File: config.mk
export PLATFORM = sky130hd
export DESIGN_NAME = shp_hint_cache
export DESIGN_NICKNAME = d
export VERILOG_FILES = /design/src/rtl/shp_pkg.sv /design/src/rtl/shp_tag_match.sv /design/src/rtl/shp_lru.sv /design/src/rtl/shp_hint_cache.sv
export SDC_FILE = /design/constraint.sdc
export NUM_CORES = 1
export LEC_CHECK = 0
export BUFFER_PORTS_ARGS = -buffer_cell sky130_fd_sc_hd__buf_4
export CORE_ASPECT_RATIO = 1.5
export CORE_MARGIN = 5
export CORE_UTILIZATION = 50
export CTS_CLUSTER_DIAMETER = 40
export DETAILED_ROUTE_END_ITERATION = 8
export PLACE_DENSITY = 0.7
export SLEW_MARGIN = 5
export SYNTH_ARGS = -nofsm -noshare
export SYNTH_HDL_FRONTEND = slang
export SYNTH_SLANG_ARGS = --single-unit
File: constraint.sdc
create_clock -name clk -period 7.1 [get_ports clk]
set_input_delay 0.355 -clock clk [delete_from_list [all_inputs] [get_ports clk]]
set_output_delay 0.355 -clock clk [all_outputs]
set_load 0.01 [all_outputs]
File: src/rtl/shp_pkg.sv
package shp_pkg;

  localparam int DEF_ENTRIES = 8;
  localparam int DEF_NODES   = 16;
  localparam int DEF_TAG_W   = 24;

  // Source of a recency promotion in a given cycle.
  typedef enum logic [1:0] {
    TOUCH_NONE   = 2'd0,
    TOUCH_LOOKUP = 2'd1,
    TOUCH_UPDATE = 2'd2
  } touch_src_e;

endpackage

File: src/rtl/shp_tag_match.sv
module shp_tag_match #(
  parameter int ENTRIES = 8,
  parameter int TAG_W   = 24,
  localparam int IDX_W  = (ENTRIES > 1) ? $clog2(ENTRIES) : 1
) (
  input  logic               vld_i [ENTRIES],
  input  logic [TAG_W-1:0]   tag_i [ENTRIES],
  input  logic [TAG_W-1:0]   key_i,
  output logic               hit_o,
  output logic [IDX_W-1:0]   idx_o
);

  logic [ENTRIES-1:0] eq;

  genvar g;
  generate
    for (g = 0; g < ENTRIES; g++) begin : g_cmp
      assign eq[g] = vld_i[g] && (tag_i[g] == key_i);
    end
  endgenerate

  always_comb begin
    hit_o = |eq;
    idx_o = '0;
    for (int i = ENTRIES - 1; i >= 0; i--) begin
      if (eq[i]) idx_o = IDX_W'(i);
    end
  end

endmodule

File: src/rtl/shp_lru.sv
module shp_lru #(
  parameter int ENTRIES = 8,
  localparam int IDX_W  = (ENTRIES > 1) ? $clog2(ENTRIES) : 1
) (
  input  logic             clk,
  input  logic             rst,
  input  logic             touch_en,
  input  logic [IDX_W-1:0] touch_idx,
  input  logic             vld_i [ENTRIES],
  output logic [IDX_W-1:0] victim_o
);

  // Each entry has an age; 0 is newest and ENTRIES-1 is oldest.
  // The ages always form a permutation of 0..ENTRIES-1.
  logic [IDX_W-1:0] age [ENTRIES];
  logic [IDX_W-1:0] touched_age;

  assign touched_age = age[touch_idx];

  genvar g;
  generate
    for (g = 0; g < ENTRIES; g++) begin : g_age
      always_ff @(posedge clk) begin
        if (rst) begin
          age[g] <= IDX_W'(g);
        end else if (touch_en) begin
          if (touch_idx == IDX_W'(g))
            age[g] <= '0;
          else if (age[g] < touched_age)
            age[g] <= age[g] + 1'b1;
        end
      end
    end
  endgenerate

  logic             any_free;
  logic [IDX_W-1:0] free_idx;
  logic [IDX_W-1:0] old_idx;

  always_comb begin
    any_free = 1'b0;
    free_idx = '0;
    old_idx  = '0;
    for (int i = ENTRIES - 1; i >= 0; i--) begin
      if (!vld_i[i]) begin
        any_free = 1'b1;
        free_idx = IDX_W'(i);
      end
      if (age[i] == IDX_W'(ENTRIES - 1)) old_idx = IDX_W'(i);
    end
    victim_o = any_free ? free_idx : old_idx;
  end

endmodule

File: src/rtl/shp_hint_cache.sv
module shp_hint_cache #(
  parameter int ENTRIES = shp_pkg::DEF_ENTRIES,
  parameter int NODES   = shp_pkg::DEF_NODES,
  parameter int TAG_W   = shp_pkg::DEF_TAG_W,
  localparam int IDX_W  = (ENTRIES > 1) ? $clog2(ENTRIES) : 1,
  localparam int ID_W   = (NODES > 1) ? $clog2(NODES) : 1
) (
  input  logic             clk,
  input  logic             rst,
  input  logic [ID_W-1:0]  core_id,
  input  logic             lk_valid,
  input  logic [TAG_W-1:0] lk_tag,
  input  logic             up_valid,
  input  logic [TAG_W-1:0] up_tag,
  input  logic [NODES-1:0] up_mask,
  output logic             rsp_valid,
  output logic             rsp_hit,
  output logic [NODES-1:0] rsp_mask
);
  import shp_pkg::*;

  logic             vld   [ENTRIES];
  logic [TAG_W-1:0] tags  [ENTRIES];
  logic [NODES-1:0] masks [ENTRIES];

  logic             lk_hit, up_hit;
  logic [IDX_W-1:0] lk_idx, up_hit_idx, victim, up_idx;

  shp_tag_match #(.ENTRIES(ENTRIES), .TAG_W(TAG_W)) u_lk_match (
    .vld_i(vld), .tag_i(tags), .key_i(lk_tag), .hit_o(lk_hit), .idx_o(lk_idx)
  );

  shp_tag_match #(.ENTRIES(ENTRIES), .TAG_W(TAG_W)) u_up_match (
    .vld_i(vld), .tag_i(tags), .key_i(up_tag), .hit_o(up_hit), .idx_o(up_hit_idx)
  );

  assign up_idx = up_hit ? up_hit_idx : victim;

  // Recency promotion: the update takes priority over the lookup.
  touch_src_e       touch_src;
  logic             touch_en;
  logic [IDX_W-1:0] touch_idx;

  always_comb begin
    if (up_valid)                touch_src = TOUCH_UPDATE;
    else if (lk_valid && lk_hit) touch_src = TOUCH_LOOKUP;
    else                         touch_src = TOUCH_NONE;
    touch_en  = (touch_src != TOUCH_NONE);
    touch_idx = (touch_src == TOUCH_UPDATE) ? up_idx : lk_idx;
  end

  shp_lru #(.ENTRIES(ENTRIES)) u_lru (
    .clk(clk), .rst(rst), .touch_en(touch_en), .touch_idx(touch_idx),
    .vld_i(vld), .victim_o(victim)
  );

  genvar g;
  generate
    for (g = 0; g < ENTRIES; g++) begin : g_ent
      logic sel;
      assign sel = up_valid && (up_idx == IDX_W'(g));

      always_ff @(posedge clk) begin
        if (rst)      vld[g] <= 1'b0;
        else if (sel) vld[g] <= 1'b1;
      end

      // Payload carries no reset; the valid bit guards it.
      always_ff @(posedge clk) begin
        if (sel) begin
          tags[g]  <= up_tag;
          masks[g] <= up_hit ? (masks[g] | up_mask) : up_mask;
        end
      end
    end
  endgenerate

  logic [NODES-1:0] self_bit;
  assign self_bit = NODES'(1) << core_id;

  always_ff @(posedge clk) begin
    if (rst) begin
      rsp_valid <= 1'b0;
      rsp_hit   <= 1'b0;
      rsp_mask  <= '0;
    end else begin
      rsp_valid <= lk_valid;
      if (lk_valid) begin
        rsp_hit  <= lk_hit;
        rsp_mask <= lk_hit ? (masks[lk_idx] & ~self_bit) : '0;
      end
    end
  end

endmodule

=== Word level (Yosys, flattened, before mapping) ===
Memory sizes are Yosys's and may differ from the RTL's.
Cells that the tools add are included.

* Magnitude comparators: 8
* Bitwise gates (word level): 26
* Add/subtract/negate cells: 8
* Multiplexer cells: 181
* Shift operators: 1
* Eq/ne operators: 39
* Reduce and logical (&&, ||, !) cells: 37

{| class="wikitable"
|+ Operator list
! kind !! number
|-
| == test 24 bit || 16
|-
| 2-to-1 mux 16 bit || 16
|-
| 2-to-1 mux 3 bit || 58
|-
| OR 16 bit || 8
|-
| OR reduction 16 bit || 7
|-
| 2-to-1 mux 1 bit || 106
|-
| == test 3 bit, second input constant || 16
|-
| logical AND 1 bit || 25
|-
| adder 3 x 1 -> 3 bit, second input constant || 8
|-
| less-than comparator 3 bit || 8
|-
| AND 16 bit || 1
|-
| inverter 16 bit || 1
|-
| OR 1 bit || 16
|-
| OR reduction 8 bit || 2
|-
| << shifter 1 x 4 -> 16 bit, first input constant || 1
|-
| == test 3 x 2 -> 1 bit, second input constant || 4
|-
| == test 3 x 1 -> 1 bit, second input constant || 2
|-
| zero test 3 bit || 2
|-
| == test 2 bit, second input constant || 1
|-
| 2-to-1 mux 2 bit || 1
|-
| nonzero test 2 bit || 1
|}

* Memory bits (writable): 152
* Logic and storage cells: 321
* Memories kept: 2
* Bits of input ports: 72
* Flip-flop bits (word level): 218
* Output and inout port bits: 18

{| class="wikitable"
|+ Memories
! memory !! words !! bits a word !! rd ports !! clocked after memory_dff !! write ports !! line !! text
|-
| masks || 8 || 16 || 9 || 0 || 1 || shp_hint_cache.sv:24 || <nowiki>logic [NODES-1:0] masks [ENTRIES];</nowiki>
|-
| u_lru.age || 8 || 3 || 9 || 0 || 8 || shp_lru.sv:15 || <nowiki>logic [IDX_W-1:0] age [ENTRIES];</nowiki>
|}

=== Longest topological paths before layout ===
Gate-level depths: netlist of the first run.
An unclocked memory read counts as a cell.

* Depth after elaboration: 24
* Mapped depth: 19
* Depth with buffers taken out: 18

=== Modules after synthesis ===
From an unflattened synthesis of the first run, not the netlist that was laid out.

* Cells, all modules: 1,540
* Area, all modules: 20,129.3 um2

{| class="wikitable"
|+ By module, submodules not included
! module !! cells each !! area each (um2) !! times used !! seq. area each (um2)
|-
| shp_hint_cache || 718 || 12,972.4 || 1 || 10,129.7
|-
| shp_tag_match || 302 || 2,439.8 || 2 || 0.0
|-
| shp_lru || 218 || 2,277.2 || 1 || 720.7
|}

=== Worst setup path after synthesis of the first run ===
Ideal clock, no wire load.

* Kind: in2reg
* Start: in up_tag[17]
* End: mem masks[3][0] (netlist bit) (enable)
* Cell stages on the path: 10
* Setup time: 0.489 ns
* Data required time: 6.611 ns
* Arrival: 5.153 ns
* Path slack: 1.458 ns
* Path through: buf_2 -> xor2_1 -> or4_1 -> nor4_1 -> and4_1 -> a41oi_1 -> o221a_4 -> nor2_2 -> inv_1 -> nor3_1

* Elaborated cells between the ends (all ways): 79
* Those cells by class: 15 x eq/ne; 39 x mux; 25 x reduce/logical

{| class="wikitable"
|+ RTL lines
! what !! line !! text
|-
| start, declared || shp_hint_cache.sv:14 || <nowiki>input logic [TAG_W-1:0] up_tag,</nowiki>
|-
| == test 24 bit || shp_tag_match.sv:18 || <nowiki>assign eq[g] = vld_i[g] && (tag_i[g] == key_i);</nowiki>
|-
| logical AND 1 bit || shp_tag_match.sv:18 ||
|-
| 2-to-1 mux 3 bit (8 in a row) || shp_tag_match.sv:26 || <nowiki>if (eq[i]) idx_o = IDX_W'(i);</nowiki>
|-
| 2-to-1 mux 3 bit (*) || shp_hint_cache.sv:37 || <nowiki>assign up_idx = up_hit ? up_hit_idx : victim;</nowiki>
|-
| == test 3 x 2 -> 1 bit (*) || shp_hint_cache.sv:61 || <nowiki>assign sel = up_valid && (up_idx == IDX_W'(g));</nowiki>
|-
| logical AND 1 bit (*) || shp_hint_cache.sv:61 ||
|-
| named net g_ent[3].sel || shp_hint_cache.sv:60 || <nowiki>logic sel;</nowiki>
|-
| 2-to-1 mux 1 bit (*) || shp_hint_cache.sv:70 || <nowiki>if (sel) begin</nowiki>
|-
| 2-to-1 mux 1 bit (*) || shp_hint_cache.sv:72 || <nowiki>masks[g] <= up_hit ? (masks[g] | up_mask) : up_mask;</nowiki>
|-
| OR reduction 16 bit (no source line) || -- ||
|-
| 2-to-1 mux 3 bit (no source line) or 2-to-1 mux 1 bit (tied branches) (5 in a row) || -- ||
|-
| end, declared || shp_hint_cache.sv:24 ||
|}

Mark *: on every way through the listed nets, which the timed path passes. The rest lies on a longest branch.

==> flow_summary.toml, run 1 <==
[timing]
setup_viol = 0
hold_viol = 0
fin_setup_tns_ns = 0
maxSlewHeadroom = 0.288
timing.final.ws_setup_ns = 1.61
min_period_ns = 5.49
holdWs_ns = 0.0998
tightest_slew_ns = 1.06
fmaxAchievable_ghz = 0.182
rsz0062_at_grt = "no"
finalCritPeriodShare = 0.773
fin_skew_ns = 0.0239
slew_viol_final = 0

[yosys]
yosysSeqAreaShare = 0.530
synthesis.nets = 1826
synth_mux_area_frac = 0.0352
synth.area.top_cells = "edfxtp_1 50%, xnor2_1 11%, xor2_1 5.4%"
synthAdderAreaFrac = 0.0151
ys_warn_count = 0
synth-seq-cells = 370
synthSimpleGateAreaFrac = 0.115
synth_xor_area_frac = 0.165
yosysTopAreaCell = "edfxtp_1"
async_reset_ff_frac = 0
synth.distinct_cells = 87
synth_top_family_by_area = "XOR/XNOR gates"
synth_edf_count = 344
ys.flop_type = "edfxtp_1"
synth_compound_area_frac = 0.110
syn-cell-area_um2 = 20500
syn_inst = 1730
synth_top_area_frac = 0.504
syn_area_per_cell_um2 = 11.8

[finish]
layout_common_cells = "344 x edfxtp_1, 257 x xnor2_1, 128 x a21o_1, 127 x xor2_1, 110 x buf_4"
nets = 1875
final_area_um2 = 23100
fillerInstances = 3360
layout-drive-gt1-share = 0.139
syn2layout_area_growth_pct = 12.8
final_common_cell = "edfxtp_1"

[route]
drt_first_pass_iters = 5
postRouteAntennaNets = 0
drt-initial-drc-count = 1218
vias = 14632
drt-total-wl_um = 67800
drc_errors = 0
wl_per_cell_um = 29.2
vias_per_cell = 6.30

[power_and_ir_drop]
seqPwrFrac = 0.453
swShare = 0.253
ir_drop_uv = 221
p_int_mw = 4.07
total_leakage_power_nw = 8.45
pwr-share-clk = 0.451
switchingPower_mw = 1.38
p_total_mw = 5.45
cellPowerDensity_nw_per_um2 = 236
combPwrFrac = 0.096

[floorplan]
rows = 90
die_h_um = 258
coreArea_um2 = 40400
dieArea_um2 = 45200
floorplan.initialDensity = 0.507
dieWidth_um = 175
boundaryPins = 90

[clock_tree]
insertion_delay_ns = 0.57
cts_tree = "built"
root_buffer = "clkbuf_16"
cts_made_buffers = 45
clock_sinks = 370
ctsLongestPathBuffers = 3
hold_buffers = 0
post_cts.repair.setup_buffers = 0
clkSlewWorstSetupHoldPaths_ns = 0.06
htreeDepth = 2
cts_resized = 0

[setup_path]
worstSetupStartpointType = "flip-flop"
cp-startpoint = "tags[122]$_DFFE_PP_"
reg2reg_slack_ns = 1.61
worstSetupEndpointType = "flip-flop"
critPathMaxFanout = 9
reg2reg_from = "tags[122]$_DFFE_PP_"
cp.arrival_ns = 5.72
path_class = "flip-flop to flip-flop"
crit_required_ns = 7.33

[status]
status = "completed"

[place]
gp_congestion = 1.04
place_area_um2 = 21500
place_ws_ns = 1.58
hpwl_um = 48000
io_buffers = 89

[global_routing]
grt_pass1_vias = 14879
grt_max_degree = 87
grt_pass1_wl_um = 98500
gr-total-overflow = 0
grt_util_all_layers = 0.296
antenna_found_initial = 1

[min_path]
min_path_type = "primary input to flip-flop"
hold_start = "up_mask[12]"

[flow_run]
maxCapViolCount = 0
## metrics by stage
stage,util,std cells
2_1_floorplan,-,1730
3_3_place_gp,0.532,2238
3_5_place_dp,0.532,2238
4_1_cts,0.572,2321
5_1_grt,0.572,2322
6_report,0.572,2322
## logic make-up after synthesis
logic type                 Yosys count
buffers and inverters              136
muxes                               68
adders and majority gates           25
DFF                                370
and+or+nand+nor                    442
AOI/OAI and AO/OA                  304
xor gates and xnor gates           385
## Yosys cell counts, types with 34 or more instances
library cell  count
a21o_1          128
a21oi_1          51
buf_2            49
clkbuf_1         34
edfxtp_1        344
mux2i_1          36
nand2_1          59
nand4_1         100
nor2_1          111
nor3_1           40
nor4_1           46
xnor2_1         257
xor2_1          127
## power groups by stage
stage | combinational (mW) | clock [mW] | sequential [mW]
after floorplan | 0.329 | 0 | 2.50
after global placement | 0.508 | 0 | 2.51
after detailed placement | 0.514 | 0 | 2.51
after CTS | 0.516 | 2.49 | 2.47
after global routing | 0.556 | 2.58 | 2.47
final | 0.524 | 2.45 | 2.47
## sequential cells by signal (all words and copies together), names as in the netlist
register	cells
rsp_valid	1
masks	128
rsp_mask	16
tags	192
u_lru.age	24
rsp_hit	1
vld	8
## routing by layer
layer | up-vias | track usage | wire length [um]
li1 | 6503 | - | -
met1 | 7248 | 0.329 | 24000
met2 | 642 | 0.509 | 33800
met3 | 239 | 0.0490 | 4020
met4 | 0 | 0.215 | 6060
met5 | - | 0 | 0
## layout make-up
cell class | instances | area, um^2 | share of cell area
diodes | 1 | 2.50 | 0.000108
clock buffers | 52 | 1180 | 0.0512
clock inverters | 31 | 429 | 0.0186
inverters | 28 | 105 | 0.00455
multi-input cells | 1224 | 9080 | 0.393
flip-flops and latches | 370 | 10900 | 0.470
well taps | 506 | 633 | 0.0274
repair buffers | 110 | 826 | 0.0357
## critical path, stage by stage (launching register included)
cell and delay [ns]:
edfxtp_1 0.47, xnor2_1 0.32, nand4_1 0.13, nor4_1 0.71, nand4_1 0.39, and3_1 0.31
a211oi_4 0.42, inv_1 0.18, a32o_1 0.42, a222oi_1 0.31, nand2_1 0.29, ha_1 0.27
a211o_1 0.27, nor4_1 0.20, o22ai_1 0.19, o2111ai_1 0.26
## final timing paths
kind                                   endpoint  cells past startpoint
setup / recovery  u_lru.age[4][0]$_SDFFCE_PN0P_                     15
hold reg to reg            rsp_hit$_SDFFE_PP0P_                      2
setup reg to reg  u_lru.age[4][0]$_SDFFCE_PN0P_                     15
hold / removal           masks[3][12]$_DFFE_PP_                      2
(Power assumes the default switching activity.)
==> inputs of run 2 (changes only) <==
clock period = 5.1 ns   (was 7.1 ns; I/O delays follow)
==> flow_summary.toml, run 2 (synthesis gave the netlist of run 1 again) <==
[clock_tree]
htreeDepth = 2
post_cts.repair.setup_buffers = 0
clock_sinks = 370
root_buffer = "clkbuf_16"
ctsLongestPathBuffers = 3
insertion_delay_ns = 0.56
cts_resized = 0
cts_made_buffers = 44
clkSlewWorstSetupHoldPaths_ns = 0.06
cts_tree = "built"

[finish]
final_common_cell = "edfxtp_1"
layout-drive-gt1-share = 0.161
syn2layout_area_growth_pct = 14.5
final_cells = 2384
top_register = "tags"
diodes = 0
largest_reg_flops = 192
largestRegisters = "tags: 192 flops, masks: 128 flops, u_lru.age: 24 flops"
nets = 1939
layout_common_cells = "344 x edfxtp_1, 257 x xnor2_1, 160 x buf_4, 128 x a21o_1, 127 x xor2_1"

[setup_path]
cp.arrival_ns = 5.09
worstSetupEndpointType = "flip-flop"
crit_required_ns = 5.30
path_class = "flip-flop to flip-flop"
cp-startpoint = "tags[108]$_DFFE_PP_"
worstRegToRegCells = 16
regToRegEndpoint = "u_lru.age[4][2]$_SDFFCE_PN1P_"
reg2reg_slack_ns = 0.22
critPathMaxFanout = 4
worstSetupStartpointType = "flip-flop"
reg2reg_from = "tags[108]$_DFFE_PP_"

[floorplan]
dieWidth_um = 175
boundaryPins = 90
rows = 90
dieArea_um2 = 45200
die_h_um = 258
floorplan.initialDensity = 0.507
coreArea_um2 = 40400

[place]
gp_congestion = 1.07
dp.cells = 2291
io_buffers = 89
hpwl_um = 50200

[route]
wl_per_cell_um = 28.9
drt_first_pass_iters = 5
drc_errors = 0
vias_per_cell = 6.23
postRouteAntennaNets = 0
vias = 14856
drt-initial-drc-count = 1170
drt-total-wl_um = 68800

[global_routing]
grt_pass1_vias = 15580
grt_util_all_layers = 0.300
grt_pass1_wl_um = 100000
grt_max_degree = 76
antenna_found_initial = 1
gr-total-overflow = 0

[timing]
setup_viol = 0
fin_setup_tns_ns = 0
finalCritPeriodShare = 0.957
hold_viol = 0
fin_skew_ns = 0.0285
min_period_ns = 4.88
fmaxAchievable_ghz = 0.205
slew_viol_final = 0
rsz0062_at_grt = "no"
maxSlewHeadroom = 0.382
tightest_slew_ns = 0.923

[min_path]
hold_end = "masks[1][13]$_DFFE_PP_"
min_path_type = "primary input to flip-flop"
worstHoldPathCells = 2
hold_start = "up_mask[13]"

[power_and_ir_drop]
total_leakage_power_nw = 8.69
ir_drop_uv = 277
cellPowerDensity_nw_per_um2 = 309

[status]
status = "completed"

[flow_run]
maxCapViolCount = 0
[run 2: changes by cell type in the layout (fill, tap and decap cells not counted), sizes merged]
cell / delta
diode: -1
bufinv: -5
dlygate4sd3: +12
inv: +6
clkinv: -3
buf: +53
[run 2: per-stage QoR]
step | util | power, mW | setup slack (ns) | instance area, um^2 | hold WS [ns]
after floorplan | - | 3.94 | -0.516 | 20500 | 0.354
after global placement | 0.542 | 4.24 | 0.313 | 21900 | 0.464
after detailed placement | 0.542 | 4.25 | 0.282 | 21900 | 0.469
after CTS | 0.580 | 7.29 | 0.305 | 23500 | 0.00247
after global routing | 0.580 | 7.47 | 0.0976 | 23500 | 0.0176
final | 0.580 | 7.24 | 0.218 | 23500 | 0.0231
[run 2: final cells by class]
type,instances,area [um^2]
clock inverters,29,249
well taps,506,633
fillers,3355,17000
flip-flops and latches,370,10900
inverters,28,105
multi-input cells,1224,9080
clock buffers,52,1160
repair buffers,175,1380
[run 2: routing by layer]
layer	global-route usage	vias to the layer above	routed length, um
li1	-	6636	-
met1	0.307	7292	23000
met2	0.540	662	35300
met5	0	-	13
met4	0.234	2	6760
met3	0.0457	264	3790
[run 2: power by group]
part / internal, mW / switching [mW]
combinational: 0.285 / 0.484
sequential: 3.39 / 0.0515
clock: 1.72 / 1.32
[run 2: timing repair]
item | CTS | global route
hold buffers | 12 | 0
hold endpoints to repair | 53 | 0
endpoints found under the setup margin | 0 | 0
[run 2: critical path, stage by stage, from the launching register on]
cell,delay (ns)
edfxtp_1,0.44
xnor2_1,0.44
nand4_1,0.14
nor4_1,0.46
nand4_1,0.30
and3_1,0.31
a211oi_4,0.32
inv_1,0.10
a32o_1,0.29
a222oi_1,0.32
nand2_1,0.21
buf_4,0.19
ha_1,0.16
a211o_1,0.27
nor4_1,0.19
o22ai_1,0.16
o2111ai_1,0.23
[run 2: how the worst max path moves through the flow]
stage               cells past startpoint  slack, ns                            end
floorplan                               9      -0.52          masks[3][0]$_DFFE_PP_
global placement                       18       0.31  u_lru.age[2][0]$_SDFFCE_PN0P_
detailed placement                     17       0.28  u_lru.age[4][2]$_SDFFCE_PN1P_
CTS                                    16       0.30  u_lru.age[4][0]$_SDFFCE_PN0P_
global route                           17        0.1      u_lru.age[7][2]$_DFFE_PP_
finish                                 16       0.22  u_lru.age[4][2]$_SDFFCE_PN1P_
